[config.mk]
export PLATFORM = sky130hd
export DESIGN_NAME = pmj_ctrl
export DESIGN_NICKNAME = d
export VERILOG_FILES = /design/src/rtl/pmj_pkg.sv /design/src/rtl/pmj_cfg_reg.sv /design/src/rtl/pmj_calc.sv /design/src/rtl/pmj_fsm.sv /design/src/rtl/pmj_ctrl.sv
export SDC_FILE = /design/constraint.sdc
export NUM_CORES = 1
export LEC_CHECK = 0
export ABC_CLOCK_PERIOD_IN_PS = 4100
export BUFFER_PORTS_ARGS = -buffer_cell sky130_fd_sc_hd__buf_4
export CAP_MARGIN = 20
export CORE_ASPECT_RATIO = 0.5
export CORE_MARGIN = 2
export CORE_UTILIZATION = 25
export CTS_BUF_LIST = sky130_fd_sc_hd__clkbuf_16
export CTS_CLUSTER_DIAMETER = 120
export DETAILED_ROUTE_END_ITERATION = 10
export GPL_ROUTABILITY_DRIVEN = 0
export SYNTH_ARGS = -nofsm -noshare
export SYNTH_HDL_FRONTEND = slang
export SYNTH_SLANG_ARGS = --single-unit
[constraint.sdc]
create_clock -name clk -period 4.1 [get_ports clk]
set_clock_uncertainty 0.2 [all_clocks]
set_input_delay 0.82 -clock clk [delete_from_list [all_inputs] [get_ports clk]]
set_output_delay 0.82 -clock clk [all_outputs]
set_load 0.01 [all_outputs]
[src/rtl/pmj_pkg.sv]
package pmj_pkg;
  localparam int CFG_W       = 8;
  localparam int CFG_EN_BIT  = 7;
  localparam int CFG_SEL_BIT = 6;

  typedef enum logic [1:0] {
    ST_IDLE   = 2'd0,
    ST_DRAIN  = 2'd1,
    ST_UPDATE = 2'd2,
    ST_JUMP   = 2'd3
  } pmj_state_e;
endpackage

[src/rtl/pmj_cfg_reg.sv]
module pmj_cfg_reg
  import pmj_pkg::*;
(
  input  logic             clk,
  input  logic             rst_n,
  input  logic             we,
  input  logic [CFG_W-1:0] wdata,
  output logic [CFG_W-1:0] rdata,
  output logic             jmp_en,
  output logic             sel_dir
);
  logic en_q, sel_q;

  always_ff @(posedge clk) begin
    if (!rst_n) begin
      en_q  <= 1'b0;
      sel_q <= 1'b0;
    end else if (we) begin
      en_q  <= wdata[CFG_EN_BIT];
      sel_q <= wdata[CFG_SEL_BIT];
    end
  end

  always_comb begin
    rdata              = '0;
    rdata[CFG_EN_BIT]  = en_q;
    rdata[CFG_SEL_BIT] = sel_q;
  end

  assign jmp_en  = en_q;
  assign sel_dir = sel_q;
endmodule

[src/rtl/pmj_calc.sv]
module pmj_calc #(
  parameter int CNT_W = 24,
  parameter int ADR_W = 32
) (
  input  logic             clk,
  input  logic             rst_n,
  input  logic             capture,
  input  logic             sel_dir,
  input  logic             dir_in,
  input  logic             wide_resid,
  input  logic [CNT_W-1:0] orig_count,
  input  logic [ADR_W-1:0] orig_addr,
  input  logic [CNT_W-1:0] xfer_count,
  input  logic [ADR_W-1:0] jmp_addr1,
  input  logic [ADR_W-1:0] jmp_addr2,
  output logic [CNT_W-1:0] resid_count,
  output logic [ADR_W-1:0] next_addr,
  output logic [ADR_W-1:0] target,
  output logic             dir_in_q
);
  function automatic logic [CNT_W-1:0] residue(input logic [CNT_W-1:0] total,
                                               input logic [CNT_W-1:0] moved);
    return total - moved;
  endfunction

  function automatic logic [ADR_W-1:0] advance(input logic [ADR_W-1:0] base,
                                               input logic [CNT_W-1:0] moved);
    logic [ADR_W-1:0] ext;
    ext = ADR_W'(moved);
    return base + ext;
  endfunction

  function automatic logic pick_second(input logic by_dir, input logic inbound,
                                       input logic wres);
    return by_dir ? inbound : wres;
  endfunction

  always_ff @(posedge clk) begin
    if (!rst_n) begin
      resid_count <= '0;
      next_addr   <= '0;
      target      <= '0;
      dir_in_q    <= 1'b0;
    end else if (capture) begin
      resid_count <= residue(orig_count, xfer_count);
      next_addr   <= advance(orig_addr, xfer_count);
      target      <= pick_second(sel_dir, dir_in, wide_resid) ? jmp_addr2 : jmp_addr1;
      dir_in_q    <= dir_in;
    end
  end
endmodule

[src/rtl/pmj_fsm.sv]
module pmj_fsm
  import pmj_pkg::*;
(
  input  logic       clk,
  input  logic       rst_n,
  input  logic       start,
  input  logic       fifo_empty,
  output pmj_state_e state
);
  pmj_state_e nxt;

  always_comb begin
    nxt = state;
    unique case (state)
      ST_IDLE:   if (start) nxt = ST_DRAIN;
      ST_DRAIN:  if (fifo_empty) nxt = ST_UPDATE;
      ST_UPDATE: nxt = ST_JUMP;
      ST_JUMP:   nxt = ST_IDLE;
      default:   nxt = ST_IDLE;
    endcase
  end

  always_ff @(posedge clk) begin
    if (!rst_n) state <= ST_IDLE;
    else        state <= nxt;
  end
endmodule

[src/rtl/pmj_ctrl.sv]
module pmj_ctrl
  import pmj_pkg::*;
#(
  parameter int CNT_W = 24,
  parameter int ADR_W = 32
) (
  input  logic             clk,
  input  logic             rst_n,
  input  logic             cfg_we,
  input  logic [7:0]       cfg_wdata,
  output logic [7:0]       cfg_rdata,
  input  logic             mismatch,
  input  logic             instr_dir_in,
  input  logic             wide_resid,
  input  logic [CNT_W-1:0] orig_count,
  input  logic [ADR_W-1:0] orig_addr,
  input  logic [CNT_W-1:0] xfer_count,
  input  logic [ADR_W-1:0] jmp_addr1,
  input  logic [ADR_W-1:0] jmp_addr2,
  input  logic             fifo_empty,
  output logic             irq,
  output logic             busy,
  output logic             flush_req,
  output logic             clear_req,
  output logic             wb_valid,
  output logic [CNT_W-1:0] wb_count,
  output logic [ADR_W-1:0] wb_addr,
  output logic             pc_load,
  output logic [ADR_W-1:0] pc_value
);
  logic       jmp_en, sel_dir, dir_in_q;
  logic       mm_accept, start_jump, start_irq, irq_q;
  pmj_state_e state;

  pmj_cfg_reg u_cfg (
    .clk(clk), .rst_n(rst_n), .we(cfg_we), .wdata(cfg_wdata),
    .rdata(cfg_rdata), .jmp_en(jmp_en), .sel_dir(sel_dir)
  );

  // events named for the checker
  assign mm_accept  = mismatch && (state == ST_IDLE);
  assign start_jump = mm_accept && jmp_en;
  assign start_irq  = mm_accept && !jmp_en;

  pmj_fsm u_fsm (
    .clk(clk), .rst_n(rst_n), .start(start_jump),
    .fifo_empty(fifo_empty), .state(state)
  );

  pmj_calc #(.CNT_W(CNT_W), .ADR_W(ADR_W)) u_calc (
    .clk(clk), .rst_n(rst_n), .capture(start_jump), .sel_dir(sel_dir),
    .dir_in(instr_dir_in), .wide_resid(wide_resid),
    .orig_count(orig_count), .orig_addr(orig_addr), .xfer_count(xfer_count),
    .jmp_addr1(jmp_addr1), .jmp_addr2(jmp_addr2),
    .resid_count(wb_count), .next_addr(wb_addr), .target(pc_value),
    .dir_in_q(dir_in_q)
  );

  always_ff @(posedge clk) begin
    if (!rst_n) irq_q <= 1'b0;
    else        irq_q <= start_irq;
  end

  assign irq       = irq_q;
  assign busy      = (state != ST_IDLE);
  assign flush_req = (state == ST_DRAIN) && dir_in_q;
  assign clear_req = (state == ST_DRAIN) && !dir_in_q;
  assign wb_valid  = (state == ST_UPDATE);
  assign pc_load   = (state == ST_JUMP);
endmodule

# Yosys cells after proc, flatten, opt, wreduce, memory -nomap -nowiden
# Index checks and enable logic that the tools add are counted.
[word_totals]
register_bits = 94
in_bits = 159
out_inout_bits = 102
elab_cells = 30
[classes]
add_sub_neg = 2
eq_ne = 5
mux = 5
reduce_logical = 10
[ops]
columns = ["cell", "count"]
rows = [
  ["32-bit by 24-bit adder with 32-bit output", 1],
  ["32-bit two-way mux", 1],
  ["24-bit subtractor", 1],
  ["2-bit case mux with 4 select lines", 1],
  ["1-bit logical AND", 5],
  ["2-bit equality test, second input constant", 2],
  ["2-bit two-way mux", 2],
  ["2-bit != test, second input constant", 2],
  ["2-bit by 1-bit equality test with 1-bit output, second input constant", 1],
  ["1-bit zero test", 2],
  ["2-bit zero test", 1],
  ["2-bit AND reduction", 1],
  ["2-bit nonzero test", 1],
  ["1-bit two-way mux", 1],
]

# Longest topological paths before layout
[logic_depth]
depth_word = 5
mapped_depth = 11
mapped_depth_nobuf = 11

# Cells and area by module
# From an unflattened synthesis, not the netlist that was laid out.
[hier_totals]
hier_cells = 787
hier_area_um2 = 6515.0
[modules_own_cells]
columns = ["module", "instances", "cells_per_inst", "area_per_inst_um2", "seq_area_each_um2"]
rows = [
  ["pmj_calc", 1, 746, 6143.4, 1781.7],
  ["pmj_fsm", 1, 17, 153.9, 40.0],
  ["pmj_cfg_reg", 1, 15, 136.4, 40.0],
  ["pmj_ctrl", 1, 9, 81.3, 20.0],
]

# Worst setup path after synthesis
# OpenSTA, ideal clock, no wires.
[synth_path]
path_type = "input -> register"
from = "input port orig_addr[0]"
to = "register u_calc.next_addr[16]"
setup_ns = 0.124
arrival_ns = 2.995
required_time_ns = 3.776
slack_ns = 0.781
cell_stages = 10
n_path_buf = 0
cell_sequence = "ha_1 > fa_1 > a211o_1 > a2111oi_4 > nor2_1 > a211o_1 > a21oi_2 > o21ai_1 > xnor2_1 > o21ai_1"
[synth_via]
elab_chain_len = 1
[synth_lines]
columns = ["item", "line", "text"]
rows = [
  ["start: declaration", "pmj_ctrl.sv:16", "input logic [ADR_W-1:0] orig_addr,"],
  ["32-bit by 24-bit adder with 32-bit output", "pmj_calc.sv:30", "return base + ext;"],
  ["end signal: assignment", "pmj_calc.sv:46", "next_addr <= advance(orig_addr, xfer_count);"],
  ["end: declaration", "pmj_calc.sv:17", "output logic [ADR_W-1:0] next_addr,"],
]
# No other way between the ends.
# A chain may end at the register's enable or synchronous reset.

# Worst setup path after layout
# Ends and elaborated chain as after synthesis.

==> run summary <==
Outcome - finished, final reports clean
Largest net degree at the start of global routing - 105
Final period util - 81.9%
Initial antenna violation count - 3
First-pass DRT Iterations - 5
Starting density of the core - 25.5%
Share of the synthesized area in the top cell type - 30.6%
Fin nets - 1197
Die Y-Extent - 115 microns
Core area - 0.0241 sq mm
Pwr per Cell Area - 339 mW/mm^2
Kind of critical path - in -> reg
Slew HR - 52.3%
GR Util met1 - 18.9%
Busiest grt layer - met2
Post-synth EDFFs - 0
Unrepaired setup endpoints after global routing - false
Number of global-route vias before repair - 5724
Crit path cell chain - buf_4 -> ha_1 -> fa_1 -> a211o_1 -> a2111oi_4 -> nor2_1 -> a211o_1 -> a21oi_2 -> o21ai_1 -> xnor2_1 -> o21ai_1
Num Clock Sinks - 94
CP arrival - 3.39 ns
Tightest Pin Transition - 0.711 ns
CTS Hold Buffers Added - 0
Crit path capture type - flip-flop
Die area - 0.0259 sq mm
DRT iter0 DRCs - 365
Critical path data required time - 4.13 ns
Pins over their slew limit - 0
# setup viols final - 0
Clk_lat worst skew - 0.35 ns
Vias - 6163
CTS tree - yes
Site row count - 40
Met3 usage - 3.76%
DR vias/cell - 4.64
Max stage delay on crit path - 0.45 ns
Boundary Pins - 261
Cell accounting for the most synthesized area - dfxtp_1
Post-CTS sizing - 0
Die width - 226 microns
Met2 Resource Use GR - 26.4%
VDD IR max - 0.000191 V
P_leak - 0.00389 uW
Post-synth ARST share - 0%
Post-Syn Area - 0.00614 sq mm
Type of origin of the critical path - input pin
CP max-delay cell - a2111oi_4
Reg clk slew, reported paths - 0.07 ns
Estimated wirelength of the detail-placed design - 16.3 mm
Synth warn - 0
Total GRT Usage - 15.5%
Top cells by count, synth - dfxtp_1 (94), a21oi_1 (85), nand2_1 (81), nor2_1 (67), ha_1 (52)
Sequential area share after synthesis - 30.6%
Worst Hold Class - reg -> reg
Maximum fanout along the worst path - 3
Final Hold Fails - 0
CTS Buf Count - 9
Total gr overflow - 0
Wire per inst - 15.6 microns
Count leader, synth - dfxtp_1
DRT Wirelength - 20.7 mm
Top cells by area, synth - dfxtp_1 (31%), ha_1 (11%), a21oi_1 (6.9%)
Post-synth cell types - 60
Number of buffers added on ports - 248
Dominant synthesized flop cell - dfxtp_1
Max Clk Rate - 298 MHz
Tmin final - 3.36 ns
First-pass GRT wire length - 31.3 mm
PnR Total Power - 2910 uW
#FFs+latches synth - 94
Share of cells above drive strength 1 - 28.7%
Worst path top cell family by delay - compound AO/OA/AOI/OAI gates
Detailed-route DRC error count - 0
Total setup buffers inserted after CTS - 0
Synth-to-Final Area Change - 40.1%
Cells after Synth - 761
Mapped Avg Cell Area - 8.07 sq um
Crit path buf inv count - 1
H-Tree Depth - 3
Antenna-violating nets left - 0
Clock Tree Buf Depth - 2
Max-cap violations - 0
Root buf cell - clkbuf_16
Setup TNS - 0 ns
Final core occ - 35.7%
[area by class of cell]
class,count,area (sq um)
Antenna cell,3,7.51
Clock buffer,9,225
Clock inverter,7,82.6
Fill cell,2495,15500
Inverter,34,128
Multi-Input combinational cell,593,3960
Sequential cell,94,1880
Tap cell,336,420
Timing Repair Buffer,252,1900
[worst paths after layout]
check        cells past startpoint                                from                            endpoint  slack (ns)
min reg2reg                      2  u_calc.resid_count[5]$_SDFFE_PN0P_  u_calc.resid_count[5]$_SDFFE_PN0P_        0.25
max reg2reg                      7         u_fsm.state[1]$_SDFFE_PN0P_    u_calc.next_addr[4]$_SDFFE_PN0P_        1.82
min                              2  u_calc.resid_count[5]$_SDFFE_PN0P_  u_calc.resid_count[5]$_SDFFE_PN0P_        0.25
max                             11                        orig_addr[0]   u_calc.next_addr[16]$_SDFFE_PN0P_        0.74
[per-stage QoR]
step | setup slack (ns) | hold slack, ns | cells | instance area, sq um
2_1_floorplan | 0.781 | 0.245 | 766 | 6160
3_3_place_gp | 0.409 | 0.242 | 1309 | 8290
3_5_place_dp | 0.404 | 0.246 | 1309 | 8290
4_1_cts | 0.772 | 0.256 | 1325 | 8600
5_1_grt | 0.620 | 0.274 | 1328 | 8610
6_report | 0.741 | 0.253 | 1328 | 8610
[where the power goes]
part	switching (uW)	internal, uW	total (uW)
clock	409	482	891
combinational	532	460	991
sequential	43.1	989	1030
total	983	1930	2910
[cells by family (layout without fill, tap and decap cells)]
| group | Yosys count | after routing | synth area share (%) |
|---|---|---|---|
| fa+ha+maj | 54 | 54 | 11.2 |
| other cells | 1 | 9 | 0.0610 |
| buf+inv | 79 | 302 | 5.64 |
| flops | 94 | 94 | 30.6 |
| compound gates | 233 | 233 | 24.2 |
| simple gates | 221 | 221 | 16.3 |
| xor+xnor | 44 | 44 | 6.27 |
| mux | 35 | 35 | 5.70 |
[cell usage in the layout, fill, tap and decap left out, types with 3 or more instances in the layout]
cell type  netlist  final
nand3_1         16     15
dfxtp_1         94     94
o211ai_1         3      3
nand2b_1         8      8
conb_1           1      6
a21o_1          16     16
nand4_1         11     11
and3_1           6      5
nor2b_1          9      9
ha_1            52     52
o21ai_1          3      3
a211o_1          3      3
o21a_1           5      5
mux2i_1         35     34
buf_4            9    251
o21ai_0         48     48
inv_1           33     33
nor3_1           9      9
a21oi_1         85     85
diode_2          0      3
clkbuf_16        0      9
a31oi_1          3      3
xor2_1          25     25
nor2_1          67     67
nand2_1         81     81
a211oi_1        45     45
xnor2_1         19     19
[registers in the layout, summed over array words and instances (netlist names)]
register	cells
u_calc.next_addr	32
u_fsm.state	2
u_cfg.jmp_en	1
irq	1
u_cfg.sel_dir	1
u_calc.target	32
u_calc.resid_count	24
u_calc.dir_in_q	1
[tightest hold or removal path, cell delays in order (launching register included)]
cell and delay [ns]:
dfxtp_1 0.31, nand2_1 0.05, a21oi_1 0.05
[metal layers]
layer | share of wire [%] | vias up
li1 | - | 3146
met1 | 43 | 2862
met2 | 50 | 125
met3 | 4.4 | 30
met4 | 2.7 | 0
met5 | 0 | -
Power figures use the tool's default switching activity.
